File: src/rtl/pcu_pkg.sv
package pcu_pkg;

    typedef enum logic [2:0] {
        BK_ALWAYS = 3'd0,
        BK_EQ     = 3'd1,
        BK_NE     = 3'd2,
        BK_LT     = 3'd3,
        BK_GE     = 3'd4
    } br_kind_e;

    typedef struct packed {
        logic neg;
        logic zero;
        logic carry;
        logic ovf;
    } flags_t;

endpackage

File: src/rtl/pcu_branch_eval.sv
module pcu_branch_eval
    import pcu_pkg::*;
#(
    parameter int KIND_W = 3
) (
    input  logic              clk,
    input  logic              rst,
    input  logic              req,
    input  logic [KIND_W-1:0] kind,
    input  flags_t            flags,
    output logic              take
);

    logic cond_true;

    always_comb begin
        cond_true = 1'b0;
        unique case (kind)
            BK_ALWAYS: cond_true = 1'b1;
            BK_EQ:     cond_true = flags.zero;
            BK_NE:     cond_true = !flags.zero;
            BK_LT:     cond_true = flags.neg ^ flags.ovf;
            BK_GE:     cond_true = !(flags.neg ^ flags.ovf);
            default:   cond_true = 1'b0;
        endcase
    end

    assign take = req & cond_true;

    AST_NO_REQ_NO_TAKE: assert property (@(posedge clk) disable iff (rst)
        !req |-> !take);

    AST_RESERVED_IDLE: assert property (@(posedge clk) disable iff (rst)
        (kind > KIND_W'(4)) |-> !take);

    AST_ALWAYS_TAKES: assert property (@(posedge clk) disable iff (rst)
        (req && kind == KIND_W'(0)) |-> take);

endmodule

File: src/rtl/pcu_target_gen.sv
module pcu_target_gen #(
    parameter int PC_W    = 16,
    parameter int SHORT_W = 8,
    parameter int LONG_W  = 11
) (
    input  logic [PC_W-1:0]    cur_pc,
    input  logic [SHORT_W-1:0] off_short,
    input  logic [LONG_W-1:0]  off_long,
    input  logic               sel_long,
    output logic [PC_W-1:0]    seq_pc,
    output logic [PC_W-1:0]    br_pc
);

    logic [PC_W-1:0] ext_short;
    logic [PC_W-1:0] ext_long;

    generate
        if (SHORT_W < PC_W) begin : g_short_ext
            assign ext_short = {{(PC_W-SHORT_W){off_short[SHORT_W-1]}}, off_short};
        end else begin : g_short_cut
            assign ext_short = off_short[PC_W-1:0];
        end
        if (LONG_W < PC_W) begin : g_long_ext
            assign ext_long = {{(PC_W-LONG_W){off_long[LONG_W-1]}}, off_long};
        end else begin : g_long_cut
            assign ext_long = off_long[PC_W-1:0];
        end
    endgenerate

    assign seq_pc = cur_pc + PC_W'(1);
    assign br_pc  = cur_pc + (sel_long ? ext_long : ext_short);

endmodule

File: src/rtl/pcu_pc_reg.sv
module pcu_pc_reg #(
    parameter int PC_W = 16
) (
    input  logic            clk,
    input  logic            rst,
    input  logic            take,
    input  logic [PC_W-1:0] seq_pc,
    input  logic [PC_W-1:0] br_pc,
    output logic [PC_W-1:0] pc_q
);

    typedef enum logic [1:0] {
        PCS_RESET_CLEAR = 2'd0,
        PCS_SEQUENTIAL  = 2'd1,
        PCS_BRANCH      = 2'd2
    } pc_move_e;

    pc_move_e        move;
    logic [PC_W-1:0] pc_d;
    logic            rst_q;

    always_comb begin
        if (rst)       move = PCS_RESET_CLEAR;
        else if (take) move = PCS_BRANCH;
        else           move = PCS_SEQUENTIAL;
    end

    always_comb begin
        pc_d = '0;
        unique case (move)
            PCS_RESET_CLEAR: pc_d = '0;
            PCS_SEQUENTIAL:  pc_d = seq_pc;
            PCS_BRANCH:      pc_d = br_pc;
            default:         pc_d = '0;
        endcase
    end

    always_ff @(posedge clk) begin
        pc_q <= pc_d;
    end

    always_ff @(posedge clk) begin
        rst_q <= rst;
        if (rst_q == 1'b1) begin
            AST_RESET_CLEARS: assert (pc_q == '0);
        end
    end

    AST_SEQ_STEP: assert property (@(posedge clk) disable iff (rst)
        !take |=> (pc_q == $past(pc_q) + PC_W'(1)));

endmodule

File: src/rtl/pc_ctrl_unit.sv
module pc_ctrl_unit
    import pcu_pkg::*;
#(
    parameter int PC_W    = 16,
    parameter int KIND_W  = 3,
    parameter int SHORT_W = 8,
    parameter int LONG_W  = 11
) (
    input  logic               clk,
    input  logic               rst,
    input  logic               br_req,
    input  logic [KIND_W-1:0]  br_kind,
    input  logic [3:0]         cc,
    input  logic               use_long,
    input  logic [SHORT_W-1:0] imm8,
    input  logic [LONG_W-1:0]  imm11,
    output logic               taken,
    output logic [PC_W-1:0]    pc
);

    localparam int SH_PAD = PC_W - SHORT_W;
    localparam int LG_PAD = PC_W - LONG_W;

    flags_t          flags;
    logic [PC_W-1:0] seq_pc;
    logic [PC_W-1:0] br_pc;

    assign flags = flags_t'(cc);

    pcu_branch_eval #(.KIND_W(KIND_W)) u_eval (
        .clk   (clk),
        .rst   (rst),
        .req   (br_req),
        .kind  (br_kind),
        .flags (flags),
        .take  (taken)
    );

    pcu_target_gen #(.PC_W(PC_W), .SHORT_W(SHORT_W), .LONG_W(LONG_W)) u_tgt (
        .cur_pc    (pc),
        .off_short (imm8),
        .off_long  (imm11),
        .sel_long  (use_long),
        .seq_pc    (seq_pc),
        .br_pc     (br_pc)
    );

    pcu_pc_reg #(.PC_W(PC_W)) u_pc (
        .clk    (clk),
        .rst    (rst),
        .take   (taken),
        .seq_pc (seq_pc),
        .br_pc  (br_pc),
        .pc_q   (pc)
    );

    AST_SHORT_TARGET: assert property (@(posedge clk) disable iff (rst)
        (taken && !use_long) |=>
        (pc == $past(pc) + {{SH_PAD{$past(imm8[SHORT_W-1])}}, $past(imm8)}));

    AST_LONG_TARGET: assert property (@(posedge clk) disable iff (rst)
        (taken && use_long) |=>
        (pc == $past(pc) + {{LG_PAD{$past(imm11[LONG_W-1])}}, $past(imm11)}));

endmodule

File: config.mk
export PLATFORM = sky130hd
export DESIGN_NAME = pc_ctrl_unit
export DESIGN_NICKNAME = d
export VERILOG_FILES = /design/src/rtl/pcu_pkg.sv /design/src/rtl/pcu_branch_eval.sv /design/src/rtl/pcu_target_gen.sv /design/src/rtl/pcu_pc_reg.sv /design/src/rtl/pc_ctrl_unit.sv
export SDC_FILE = /design/constraint.sdc
export NUM_CORES = 1
export LEC_CHECK = 0
export BUFFER_PORTS_ARGS = -buffer_cell sky130_fd_sc_hd__clkbuf_2
export CAP_MARGIN = 20
export CORE_MARGIN = 2
export CORE_UTILIZATION = 25
export DETAILED_ROUTE_END_ITERATION = 10
export PLACE_DENSITY = 0.51
export SLEW_MARGIN = 20
export SYNTH_ARGS = -nofsm -noshare
export SYNTH_HDL_FRONTEND = slang
export SYNTH_SLANG_ARGS = --single-unit
File: constraint.sdc
create_clock -name clk -period 3.2 [get_ports clk]
set_input_delay 0.48 -clock clk [delete_from_list [all_inputs] [get_ports clk]]
set_output_delay 0.48 -clock clk [all_outputs]
set_load 0.02 [all_outputs]
==> results of run 1 <==
## Yosys cell counts, drive strengths merged (2+ instances only)
library cell,instances,share of area (%)
dfxtp,16,23
xor2,3,1.9
nand2b,3,1.4
inv,6,1.6
o21ai,5,1.8
a211oi,2,1.1
a31oi,2,0.91
o211ai,2,1.1
nor3,7,2.6
a21oi,15,6.3
buf,3,2.2
a211o,3,1.9
a21boi,3,1.9
nor2,19,5.2
nand2,8,2.2
xnor2,4,2.6
nor2b,6,2.7
mux2i,8,5.9
ha,15,14
a21o,6,3.3
nand3,3,1.1
o2111ai,3,1.9
## worst max-delay path by stage
stage | to | slack, ps | cells past startpoint
global placement | u_pc.pc_q[9]$_SDFF_PN0_ | -10 | 13
floorplan | u_pc.pc_q[12]$_SDFF_PN0_ | 180 | 12
global route | u_pc.pc_q[10]$_SDFF_PN0_ | 30 | 14
CTS | u_pc.pc_q[9]$_SDFF_PN0_ | 220 | 13
finish | u_pc.pc_q[9]$_SDFF_PN0_ | 190 | 13
detailed placement | u_pc.pc_q[9]$_SDFF_PN0_ | -20 | 13
## cells in the final DEF, fill, tap and decap left out, types with 4 or more instances in the layout
master	count
nor2_1	19
ha_1	15
nand2_1	8
dfxtp_1	16
buf_4	20
nor3_1	7
inv_1	6
clkbuf_2	45
xnor2_1	4
a21oi_1	14
mux2i_1	8
nor2b_1	6
o21ai_0	5
a21o_1	6
## layout make-up
type	instances	area (µm²)
inverter	6	22.5
fill	588	3370
timing repair buffer	65	375
clock buffer	3	41.3
multi-input combinational	135	992
sequential	16	320
tap	70	87.6
## report_power, final
group / internal (µW) / switching [µW] / total (µW)
Combinational: 76.2 / 90.8 / 167
Clock: 83.8 / 76.0 / 160
Sequential: 214 / 8.46 / 223
## per-stage QoR
stage                     total power, µW  hold slack (ps)
final                                 549              614
after detailed placement              396              607
after global routing                  586              654
after global placement                394              589
after floorplan                       335              696
after CTS                             560              624
## worst max-delay path, cell delays in order
cell,delay [ps]
clkbuf_2,80
nor2b_1,120
a211o_1,240
a211o_1,330
or2_2,330
inv_1,60
ha_1,230
a211oi_1,300
o21bai_1,160
o211ai_1,310
a21boi_0,210
o21a_1,200
nor3_1,130
## layer usage
layer | vias to the layer above | GRT usage (%)
met5 | - | 0
met4 | 0 | 5.79
met3 | 5 | 1.98
met2 | 34 | 18.4
met1 | 628 | 16.9
li1 | 727 | -
## cells by family after synthesis
kind of cell	after synthesis
adders and majority gates	16
muxes	8
AOI/OAI and AO/OA	50
and+or+nand+nor	53
xor gates and xnor gates	8
buffers and inverters	10
DFF	16
==> impl_metrics.env, run 1 <==
export IMPL_synthSimpleGateAreaFrac_pct=19.3
export IMPL_netlist_instances=161
export IMPL_synthMuxAreaShare_pct=5.85
export IMPL_drive_gt1_share_pct=32.4
export IMPL_status="completed"
export IMPL_h_tree_depth=1
export IMPL_antenna_found_initial=0
export IMPL_fin_skew_ps=1.02
export IMPL_grt_pass1_vias=1295
export IMPL_worstSetupStartpointType="input pin"
export IMPL_vias_per_cell=4.73
export IMPL_postCtsResizedCells=0
export IMPL_avgSynthCellArea_um2=8.50
export IMPL_end_kind="register"
export IMPL_gp_congestion=0.790
export IMPL_wl_met3_um=182
export IMPL_r2r_setup_slack_ps=1080
export IMPL_worstSkewPairLatency_ps=260
export IMPL_p_per_area_mw_per_mm2=299
export IMPL_die_area_mm2=0.00608
export IMPL_top_layer="met4"
export IMPL_vias=1394
export IMPL_grt_ovfl_total=0
export IMPL_netlist_cell_type_count=44
export IMPL_postRouteAntennaNets=0
export IMPL_crit_path_start="br_kind[0]"
export IMPL_wl_met2_um=1550
export IMPL_num_rows=26
export IMPL_ys_ff_latch=16
export IMPL_synth_compound_area_share_pct=26.1
export IMPL_die_h_um=78.0
export IMPL_fin_cells=295
export IMPL_cts_sinks=16
export IMPL_drc_errors=0
export IMPL_grt_pass1_wl_um=5990
export IMPL_drt_iter0_markers=39
export IMPL_setup_viol=0
export IMPL_holdPathEnd="u_pc.pc_q[0]$_SDFF_PN0_"
export IMPL_largest_register_ffs=16
export IMPL_cts_setup_buffers=0
export IMPL_synth_xor_area_share_pct=6.12
export IMPL_cts_tree="yes"
export IMPL_clk_pin_slew_ps=70
export IMPL_ys_seq_area_share_pct=23.4
export IMPL_syn2layout_area_growth_pct=34.4
export IMPL_synthAdderAreaFrac_pct=15.2
export IMPL_maxSlewViolCount=0
export IMPL_final_hold_viol_count=0
export IMPL_synth_area_mm2=0.00137
export IMPL_io_buffers=45
export IMPL_num_io_pins=47
export IMPL_routed_wl_um=3520
export IMPL_layout_core_utilization_pct=35.3
export IMPL_synth_top_family_by_area="compound AO/OA/AOI/OAI gates"
export IMPL_dp_slack_ps=-16.2
export IMPL_grt_use_total_pct=12.2
export IMPL_fin_crit_ps=3010
export IMPL_worstRegToRegCells=9
export IMPL_hold_start="u_pc.pc_q[0]$_SDFF_PN0_"
export IMPL_top_register="u_pc.pc_q"
export IMPL_p_leak_uw=0.000954
export IMPL_stdcell_area_mm2=0.00184
export IMPL_grt_max_degree=17
export IMPL_hold_buffers=0
export IMPL_tightestPinTransition_ps=413
export IMPL_synth_edf_count=0
export IMPL_hpwl_um=2850
export IMPL_slew_headroom_pct=72.1
export IMPL_arrival_ps=3190
export IMPL_design_core_area_mm2=0.00520
export IMPL_rr_endpoint="u_pc.pc_q[14]$_SDFF_PN0_"
export IMPL_synth_nets=207
export IMPL_yosysWarnings=0
export IMPL_initial_core_util_pct=26.3
export IMPL_setup_ws_ps=194
export IMPL_rsz0062_at_grt="no"
export IMPL_period_share_pct=93.9
export IMPL_drv_cap=0
export IMPL_dp_cells=292
export IMPL_r2r_start="u_pc.pc_q[0]$_SDFF_PN0_"
export IMPL_fin_setup_tns_ps=0
export IMPL_cts_root_buf="clkbuf_8"
export IMPL_critical_path_class="input pin to register"
export IMPL_fmax_mhz=333
export IMPL_wl_per_cell_um=11.9
export IMPL_die_x_um=78.0
export IMPL_clockBufferDepth=2
export IMPL_reg_largest_list="u_pc.pc_q: 16 flops"
export IMPL_async_flop_share_pct=0
export IMPL_crit_fanout=3
export IMPL_dr_pass1_iters=4
export IMPL_antenna_cells=0
export IMPL_wl_met1_um=1710
export IMPL_holdPathStages=2
export IMPL_hp_class="register to register"
export IMPL_post_dp_cell_area_mm2=0.00180
export IMPL_worst_ir_drop_vdd_v=0.000141
export IMPL_numCtsBuffers=3
export IMPL_ys_flop_type="dfxtp_1"
export IMPL_layout_nets=273
export IMPL_cp_required_ps=3380
No activity file was read; power rests on OpenSTA's default activity.
==> run 2: changes to the inputs <==
Settings changed: ABC_AREA from default to 1.
==> run 2 against run 1 <==
Effect of this change:
- synthesized cell count is 37% higher
- core utilization is 3.1 points lower
- wire length is 4.0% higher
- critical path depth is 6 higher
- highest routed layer unchanged
==> impl_metrics.env, run 2 <==
export IMPL_status="completed"
export IMPL_ys_ff_latch=16
export IMPL_slew_headroom_pct=77.5
export IMPL_dr_pass1_iters=4
export IMPL_drv_cap=0
export IMPL_avgSynthCellArea_um2=6.41
export IMPL_cts_sinks=16
export IMPL_dp_cells=337
export IMPL_fmax_mhz=418
export IMPL_numCtsBuffers=3
export IMPL_grt_pass1_vias=1447
export IMPL_grt_use_total_pct=12.0
export IMPL_gp_congestion=0.803
export IMPL_fin_crit_ps=2390
export IMPL_maxSlewViolCount=0
export IMPL_layout_nets=316
export IMPL_setup_ws_ps=806
export IMPL_initial_core_util_pct=25.9
export IMPL_num_io_pins=47
export IMPL_drt_iter0_markers=46
export IMPL_worstSkewPairLatency_ps=250
export IMPL_crit_fanout=10
export IMPL_top_register="u_pc.pc_q"
export IMPL_layout_commonest_cell="nand2_1"
export IMPL_period_share_pct=74.8
export IMPL_io_buffers=45
export IMPL_syn2layout_area_growth_pct=24.6
export IMPL_comb_power_share_pct=25.8
export IMPL_routed_wl_um=3660
export IMPL_synth_top_cell_area_share_pct=22.6
export IMPL_synth_area_mm2=0.00142
export IMPL_largest_register_ffs=16
export IMPL_synth_top_area_cell="dfxtp_1"
export IMPL_mostFrequentLayoutCells="57 x nand2_1, 45 x clkbuf_2, 35 x a21oi_1"
export IMPL_hpwl_um=3040
export IMPL_clockBufferDepth=2
export IMPL_vias_per_cell=4.46
export IMPL_grt_pass1_wl_um=6080
export IMPL_wl_per_cell_um=10.8
export IMPL_synth_nets=267
export IMPL_fin_setup_tns_ps=0
export IMPL_yosysWarnings=0
export IMPL_reg_largest_list="u_pc.pc_q: 16 flops"
export IMPL_num_rows=27
export IMPL_cp_required_ps=3390
export IMPL_power_switching_uw=158
export IMPL_sequentialPowerShare_pct=43.4
export IMPL_hold_ws_ps=440
export IMPL_h_tree_depth=1
export IMPL_grt_ovfl_total=0
export IMPL_async_flop_share_pct=0
export IMPL_synth_area_leaders="dfxtp_1 23%, nand2_1 15%, ha_1 13%"
export IMPL_p_leak_uw=0.000950
export IMPL_cts_tree="yes"
export IMPL_clkPwrFrac_pct=30.7
export IMPL_synth_edf_count=0
export IMPL_p_int_uw=343
export IMPL_fin_skew_ps=2.40
export IMPL_end_kind="register"
export IMPL_vias=1516
export IMPL_drc_errors=0
export IMPL_fin_cells=340
export IMPL_postRouteAntennaNets=0
export IMPL_critical_path_class="input pin to register"
export IMPL_die_x_um=79.3
export IMPL_die_h_um=79.3
export IMPL_cts_setup_buffers=0
export IMPL_drive_gt1_share_pct=22.8
export IMPL_p_per_area_mw_per_mm2=284
export IMPL_ys_seq_area_share_pct=22.6
export IMPL_netlist_cell_type_count=27
export IMPL_clk_pin_slew_ps=60
export IMPL_cts_root_buf="clkbuf_8"
export IMPL_setup_viol=0
export IMPL_arrival_ps=2580
export IMPL_worstSetupStartpointType="input pin"
export IMPL_fill_cells=637
export IMPL_netlist_instances=221
export IMPL_rsz0062_at_grt="no"
export IMPL_grt_max_degree=15
export IMPL_synthTopCellsByCount="57 x nand2_1, 35 x a21oi_1, 24 x inv_1"
export IMPL_swShare_pct=31.5
export IMPL_tightestPinTransition_ps=338
export IMPL_dp_slack_ps=519
export IMPL_final_hold_viol_count=0
export IMPL_design_core_area_mm2=0.00547
export IMPL_die_area_mm2=0.00628
export IMPL_worst_ir_drop_vdd_v=0.0000898
export IMPL_hp_class="input pin to register"
export IMPL_yosysMostFrequentCell="nand2_1"
export IMPL_antenna_found_initial=0
export IMPL_postCtsResizedCells=0
export IMPL_ys_flop_type="dfxtp_1"
export IMPL_hold_buffers=0
export IMPL_antenna_cells=0
[run 2: stage by stage]
step	power [µW]	utilization (%)	cell area [µm²]
after global routing	536	32.3	1770
after floorplan	305	-	1420
after global placement	351	31.5	1720
final	501	32.3	1770
after detailed placement	353	31.5	1720
after CTS	512	32.3	1770
[run 2: path summary, 6_finish.rpt]
check / start / to / slack (ps) / cells after the start
max reg2reg: u_pc.pc_q[0]$_SDFF_PN0_ / u_pc.pc_q[12]$_SDFF_PN0_ / 1430 / 10
max: cc[0] / u_pc.pc_q[12]$_SDFF_PN0_ / 810 / 19
min: rst / u_pc.pc_q[0]$_SDFF_PN0_ / 440 / 2
min reg2reg: u_pc.pc_q[15]$_SDFF_PN0_ / u_pc.pc_q[15]$_SDFF_PN0_ / 580 / 4
[run 2: cell type report]
type	count	area, µm²	share of cell area, %
clock buffer	3	41.3	2.34
inverter	25	93.8	5.32
multi-input combinational	178	987	55.9
sequential	16	320	18.1
tap	72	90.1	5.10
timing repair buffer	46	233	13.2
[run 2: power by group through the flow]
stage / registers, µW / logic, µW / clock network, µW
5_1_grt: 219 / 147 / 170
3_5_place_dp: 222 / 130 / 0
4_1_cts: 218 / 131 / 163
2_1_floorplan: 235 / 70.0 / 0
6_report: 218 / 129 / 154
3_3_place_gp: 222 / 129 / 0
[run 2: layer usage]
layer	global-route usage, %	vias to the layer above	part of all wire [%]
li1	-	842	-
met1	15.7	632	52
met2	19.7	40	42
met3	1.82	2	4.2
met4	4.83	0	1.0
met5	0	-	0
[run 2: logic make-up after synthesis]
| group | after synthesis | synth area share (%) |
|---|---|---|
| compound gates | 61 | 23.4 |
| flops | 16 | 22.6 |
| simple gates | 101 | 31.6 |
| buf+inv | 27 | 7.69 |
| fa+ha+maj | 16 | 14.7 |
[run 2: worst max-delay path, stage by stage]
cell,delay [ps]
clkbuf_2,100
inv_1,50
nand2_1,50
nand2_1,50
nand2_1,70
nand3_2,100
nand3_4,150
inv_1,70
nand3_1,80
ha_1,180
inv_1,60
fa_1,360
inv_1,140
nand3_1,90
nand2_1,140
nand4_1,110
nand3_1,130
o21ai_0,80
a21oi_1,100
